### src/rtl/intr_pkg.sv
package intr_pkg;
  localparam int IRQ_SRC_N = 7;
  localparam int IRQ_REG_W = IRQ_SRC_N + 1;

  typedef logic [IRQ_SRC_N-1:0] src_vec_t;
  typedef logic [IRQ_REG_W-1:0] reg_word_t;

  typedef enum logic {
    SEL_FLAGS  = 1'b0,
    SEL_ENABLE = 1'b1
  } reg_sel_e;

  // Next mask value: top bit of the written word picks set or clear.
  function automatic src_vec_t mask_update(input src_vec_t cur,
                                           input reg_word_t wd);
    src_vec_t pick;
    pick = wd[IRQ_SRC_N-1:0];
    if (wd[IRQ_REG_W-1]) mask_update = cur | pick;
    else                 mask_update = cur & ~pick;
  endfunction

  // Flag view with the summary bit on top.
  function automatic reg_word_t flag_view(input src_vec_t fl);
    flag_view = {|fl, fl};
  endfunction

  // Mask view: top bit always reads as one.
  function automatic reg_word_t mask_view(input src_vec_t en);
    mask_view = {1'b1, en};
  endfunction

  function automatic logic any_active(input src_vec_t fl, input src_vec_t en);
    any_active = |(fl & en);
  endfunction
endpackage

### src/rtl/intr_flag_cell.sv
module intr_flag_cell (
  input  logic clk,
  input  logic rst_n,
  input  logic set_i,
  input  logic clr_i,
  output logic q_o
);
  always_ff @(posedge clk) begin
    if (!rst_n)      q_o <= 1'b0;
    else if (set_i)  q_o <= 1'b1;   // set has priority over any clear
    else if (clr_i)  q_o <= 1'b0;
  end
endmodule

### src/rtl/intr_enable_reg.sv
module intr_enable_reg
  import intr_pkg::*;
(
  input  logic      clk,
  input  logic      rst_n,
  input  logic      wr_i,
  input  reg_word_t wdata_i,
  output src_vec_t  en_o
);
  always_ff @(posedge clk) begin
    if (!rst_n)    en_o <= '0;
    else if (wr_i) en_o <= mask_update(en_o, wdata_i);
  end
endmodule

### src/rtl/intr_read_drive.sv
module intr_read_drive
  import intr_pkg::*;
(
  input  logic      sel_i,
  input  src_vec_t  flag_i,
  input  src_vec_t  en_i,
  output reg_word_t rdata_o,
  output logic      irq_n_o
);
  always_comb begin
    if (sel_i == SEL_ENABLE) rdata_o = mask_view(en_i);
    else                     rdata_o = flag_view(flag_i);
  end

  // Driven to both levels, never released.
  assign irq_n_o = ~any_active(flag_i, en_i);
endmodule

### src/rtl/intr_aggregator.sv
module intr_aggregator
  import intr_pkg::*;
#(
  parameter int SRC_N = IRQ_SRC_N,
  localparam int REG_W = SRC_N + 1
) (
  input  logic             clk,
  input  logic             rst_n,
  input  logic [SRC_N-1:0] evt_set,
  input  logic [SRC_N-1:0] evt_clr,
  input  logic             cpu_sel,
  input  logic             cpu_we,
  input  logic [REG_W-1:0] cpu_wdata,
  output logic [REG_W-1:0] cpu_rdata,
  output logic             irq_n
);
  // Named internal events, visible to the bound checker.
  logic             flag_wr;
  logic             en_wr;
  logic [SRC_N-1:0] flag_wr_clr;
  logic [SRC_N-1:0] flag_clr_all;
  logic [SRC_N-1:0] flag_q;
  logic [SRC_N-1:0] en_q;

  assign flag_wr      = cpu_we && (cpu_sel == SEL_FLAGS);
  assign en_wr        = cpu_we && (cpu_sel == SEL_ENABLE);
  assign flag_wr_clr  = flag_wr ? cpu_wdata[SRC_N-1:0] : '0;
  assign flag_clr_all = flag_wr_clr | evt_clr;

  for (genvar i = 0; i < SRC_N; i++) begin : g_flag
    intr_flag_cell u_cell (
      .clk   (clk),
      .rst_n (rst_n),
      .set_i (evt_set[i]),
      .clr_i (flag_clr_all[i]),
      .q_o   (flag_q[i])
    );
  end

  intr_enable_reg u_en (
    .clk     (clk),
    .rst_n   (rst_n),
    .wr_i    (en_wr),
    .wdata_i (cpu_wdata),
    .en_o    (en_q)
  );

  intr_read_drive u_rd (
    .sel_i   (cpu_sel),
    .flag_i  (flag_q),
    .en_i    (en_q),
    .rdata_o (cpu_rdata),
    .irq_n_o (irq_n)
  );
endmodule

### config.mk
export PLATFORM = sky130hd
export DESIGN_NAME = intr_aggregator
export DESIGN_NICKNAME = d
export VERILOG_FILES = /design/src/rtl/intr_pkg.sv /design/src/rtl/intr_flag_cell.sv /design/src/rtl/intr_enable_reg.sv /design/src/rtl/intr_read_drive.sv /design/src/rtl/intr_aggregator.sv
export SDC_FILE = /design/constraint.sdc
export NUM_CORES = 1
export LEC_CHECK = 0
export BUFFER_PORTS_ARGS = -buffer_cell sky130_fd_sc_hd__buf_2
export CAP_MARGIN = 20
export CORE_ASPECT_RATIO = 1.2
export CORE_MARGIN = 1
export CORE_UTILIZATION = 48
export DETAILED_ROUTE_END_ITERATION = 6
export PLACE_DENSITY = 0.87
export SLEW_MARGIN = 20
export SYNTH_ARGS = -nofsm -noshare
export SYNTH_HDL_FRONTEND = slang
export SYNTH_SLANG_ARGS = --single-unit
### constraint.sdc
create_clock -name clk -period 1.8 [get_ports clk]
set_clock_uncertainty 0.05 [all_clocks]
set_input_delay 0 -clock clk [delete_from_list [all_inputs] [get_ports clk]]
set_output_delay 0 -clock clk [all_outputs]
set_load 0.005 [all_outputs]
==> summary.txt <==
Route
  – Vias per cell: 5.41
  – Via count: 757
  – DRC violations left: 0
  – Routed WL per cell: 14.5 µm
  – Detailed-route wire length: 2.03 mm
  – DRT iter0 DRCs: 13
  – Detail Route Antenna Nets: 0
  – First-pass DRT Iterations: 4

Place
  – DP Area: 921 µm²
  – GP Congestion: 0.761
  – Post-DP HPWL: 1.35 mm
  – PortBufs: 34
  – Dpl ws: 833 ps

Critical path
  – Reg2reg start: g_flag[1].u_cell.q_o
  – CP Launch Type: flop
  – Worst path slowest cell: dfxtp_1
  – Crit path cell chain: a222oi_1 > and3_1 > buf_2
  – Buffers and inverters on the worst path: 1
  – Top delay family on crit path: flip-flops
  – CP Launch Point: g_flag[2].u_cell.q_o
  – R2r worst-path depth: 2
  – WS Path Type: flop to primary output
  – WP data arrival: 1230 ps
  – Worst Path Required: 1750 ps
  – Crit. End Element: primary output
  – CP peak stage delay: 340 ps
  – WP depth: 3
  – Critical-path maximum fanout: 4

Synthesis
  – Share of the synthesized area in the top cell type: 36.2%
  – Synthesized area per cell: 10.2 µm²
  – Synth unique cells: 18
  – Count leader, synth: dfxtp_1
  – Register bit total from synthesis: 14
  – Syn Std Cell Area: 774 µm²
  – Post-synth top flop: dfxtp_1
  – Fraction of registers with async set/reset: 0%
  – Synthesis warning total: 0
  – Register area share after synthesis: 36.2%
  – Top post-synthesis cells by count: 14 x dfxtp_1, 9 x nand2_1
  – Syn Inst Count: 76
  – EDFF count, synth: 0
  – Synth area leader: dfxtp_1
  – Syn Nets: 102
  – Top cells by area, synth: dfxtp_1 36%, mux2i_1 9.0%, mux2_2 7.3%

Hold path
  – HP Class: input pin to flop
  – Worst Hold Launch: rst_n
  – Hold path depth: 2

Final layout
  – Final Cell Area: 1080 µm²
  – Number of nets in the layout: 151
  – Area Overhead vs Synth: 39.9%
  – Share of layout cells above drive strength 1: 39.8%
  – ANT cells: 0
  – Fin util: 74.0%

Die
  – Starting density of the core: 52.9%
  – # IOs: 35
  – Number of placement rows: 15
  – Die Wd: 38.7 µm
  – Core ar.: 1460 µm²
  – Chip height: 46 µm
  – Die area: 1780 µm²

GRT
  – Met1 Track Usage GR: 30.2%
  – Met2 Track Usage GR: 40.7%
  – Met3 usage: 5.39%
  – First-pass GRT wire length: 3.00 mm
  – Grt peak-use layer: met2
  – Initial antenna violation count: 0
  – Vias in the first global route: 677
  – Grt ovf: 0
  – GRT Total Usage: 24.6%
  – Pin count of the biggest net entering global routing: 17

Pwr
  – PwrDens: 616 nW/µm²
  – Leak: 0.000513 µW
  – Sw Ratio: 26.2%
  – Internal: 492 µW
  – Sequential fraction of design power: 51.2%
  – Max VDD drop: 0.000367 V
  – Clock Power Share: 26.8%
  – Combinational share of power: 22.0%
  – P_sw: 175 µW

Timing
  – Setup Viol. Count Final: 0
  – Peak Freq: 779 MHz
  – Setup ws final: 516 ps
  – Slew Limit Headroom: 77.1%
  – Worst Max-Slew Pin Slew: 343 ps
  – Final hold violations: 0
  – TNS Setup: 0 ps
  – Slew Limit Fails: 0
  – WHS: 49.4 ps
  – Clock period minus worst slack: 1280 ps
  – Fin crit share: 71.3%
  – RSZ-0062 raised after global routing: no

CTS
  – CTS tree: done
  – CTS root buf: clkbuf_4
  – H-Tree Depth: 1
  – CTS sink cnt: 14
  – Clock Latency Late Sink: 280 ps
  – Max clock buf depth: 2
  – CTS Buf Count: 3
  – Worst-path clk slew: 80 ps

Run status
  – Outcome: complete, no violations

Job
  – Max-Cap Viols: 0
-- area by class of cell --
cell class                 instances  area (µm²)
multi-input combinational         58         449
timing repair buffer              48         310
tap                               17        21.3
clock buffer                       3        22.5
sequential                        14         280
fill                             105         380
-- power by group through the flow --
stage          Sequential (µW)  Clock (µW)  Combinational [µW]
2_1_floorplan              343           0                77.4
3_3_place_gp               347           0                 118
3_5_place_dp               348           0                 121
4_1_cts                    341         187                 144
5_1_grt                    343         194                 157
6_report                   341         179                 147
-- timing repair --
| item | CTS | global route |
|---|---|---|
| hold buffers | 14 | 0 |
| gates resized for setup | 0 | 0 |
| endpoints found under the hold margin | 14 | 0 |
| buffers inserted | 0 | 0 |
-- cell families after synthesis --
group / share of synthesized area, %
flip-flops: 36.2
AO/OA/AOI/OAI: 13.4
multiplexers: 20.2
buffers and inverters: 5.82
AND/OR/NAND/NOR: 24.4
-- layer usage --
metal	up-vias	wire length, µm
met4	0	23
met1	354	882
met3	4	90
met5	-	0
met2	24	1040
li1	375	-
-- metrics by stage --
| step | std cells | total power, µW |
|---|---|---|
| final | 140 | 667 |
| after global routing | 140 | 694 |
| after CTS | 140 | 672 |
| after detailed placement | 123 | 469 |
| after global placement | 123 | 465 |
| after floorplan | 76 | 420 |
-- worst paths after layout --
check / slack (ps) / endpoint
min reg2reg: 440 / flop
max: 520 / irq_n
min: 50 / g_flag[0].u_cell.q_o
max reg2reg: 910 / g_flag[1].u_cell.q_o
-- layout by cell type (no fill, tap or decap), types with 3 or more instances in the layout --
| cell type | n |
|---|---|
| clkbuf_4 | 3 |
| dfxtp_1 | 14 |
| mux2i_1 | 7 |
| nand2b_1 | 7 |
| buf_2 | 34 |
| nand2_1 | 9 |
| o221a_2 | 4 |
| nand3_1 | 7 |
| mux2_2 | 5 |
| o221a_1 | 3 |
| nor2b_1 | 7 |
| dlygate4sd3_1 | 14 |
-- worst reg2reg max path, cell delays in order, from the launching register on --
cell	delay [ps]
dfxtp_1	350
nor2b_1	140
o221a_2	250
(Power assumes the default switching activity.)
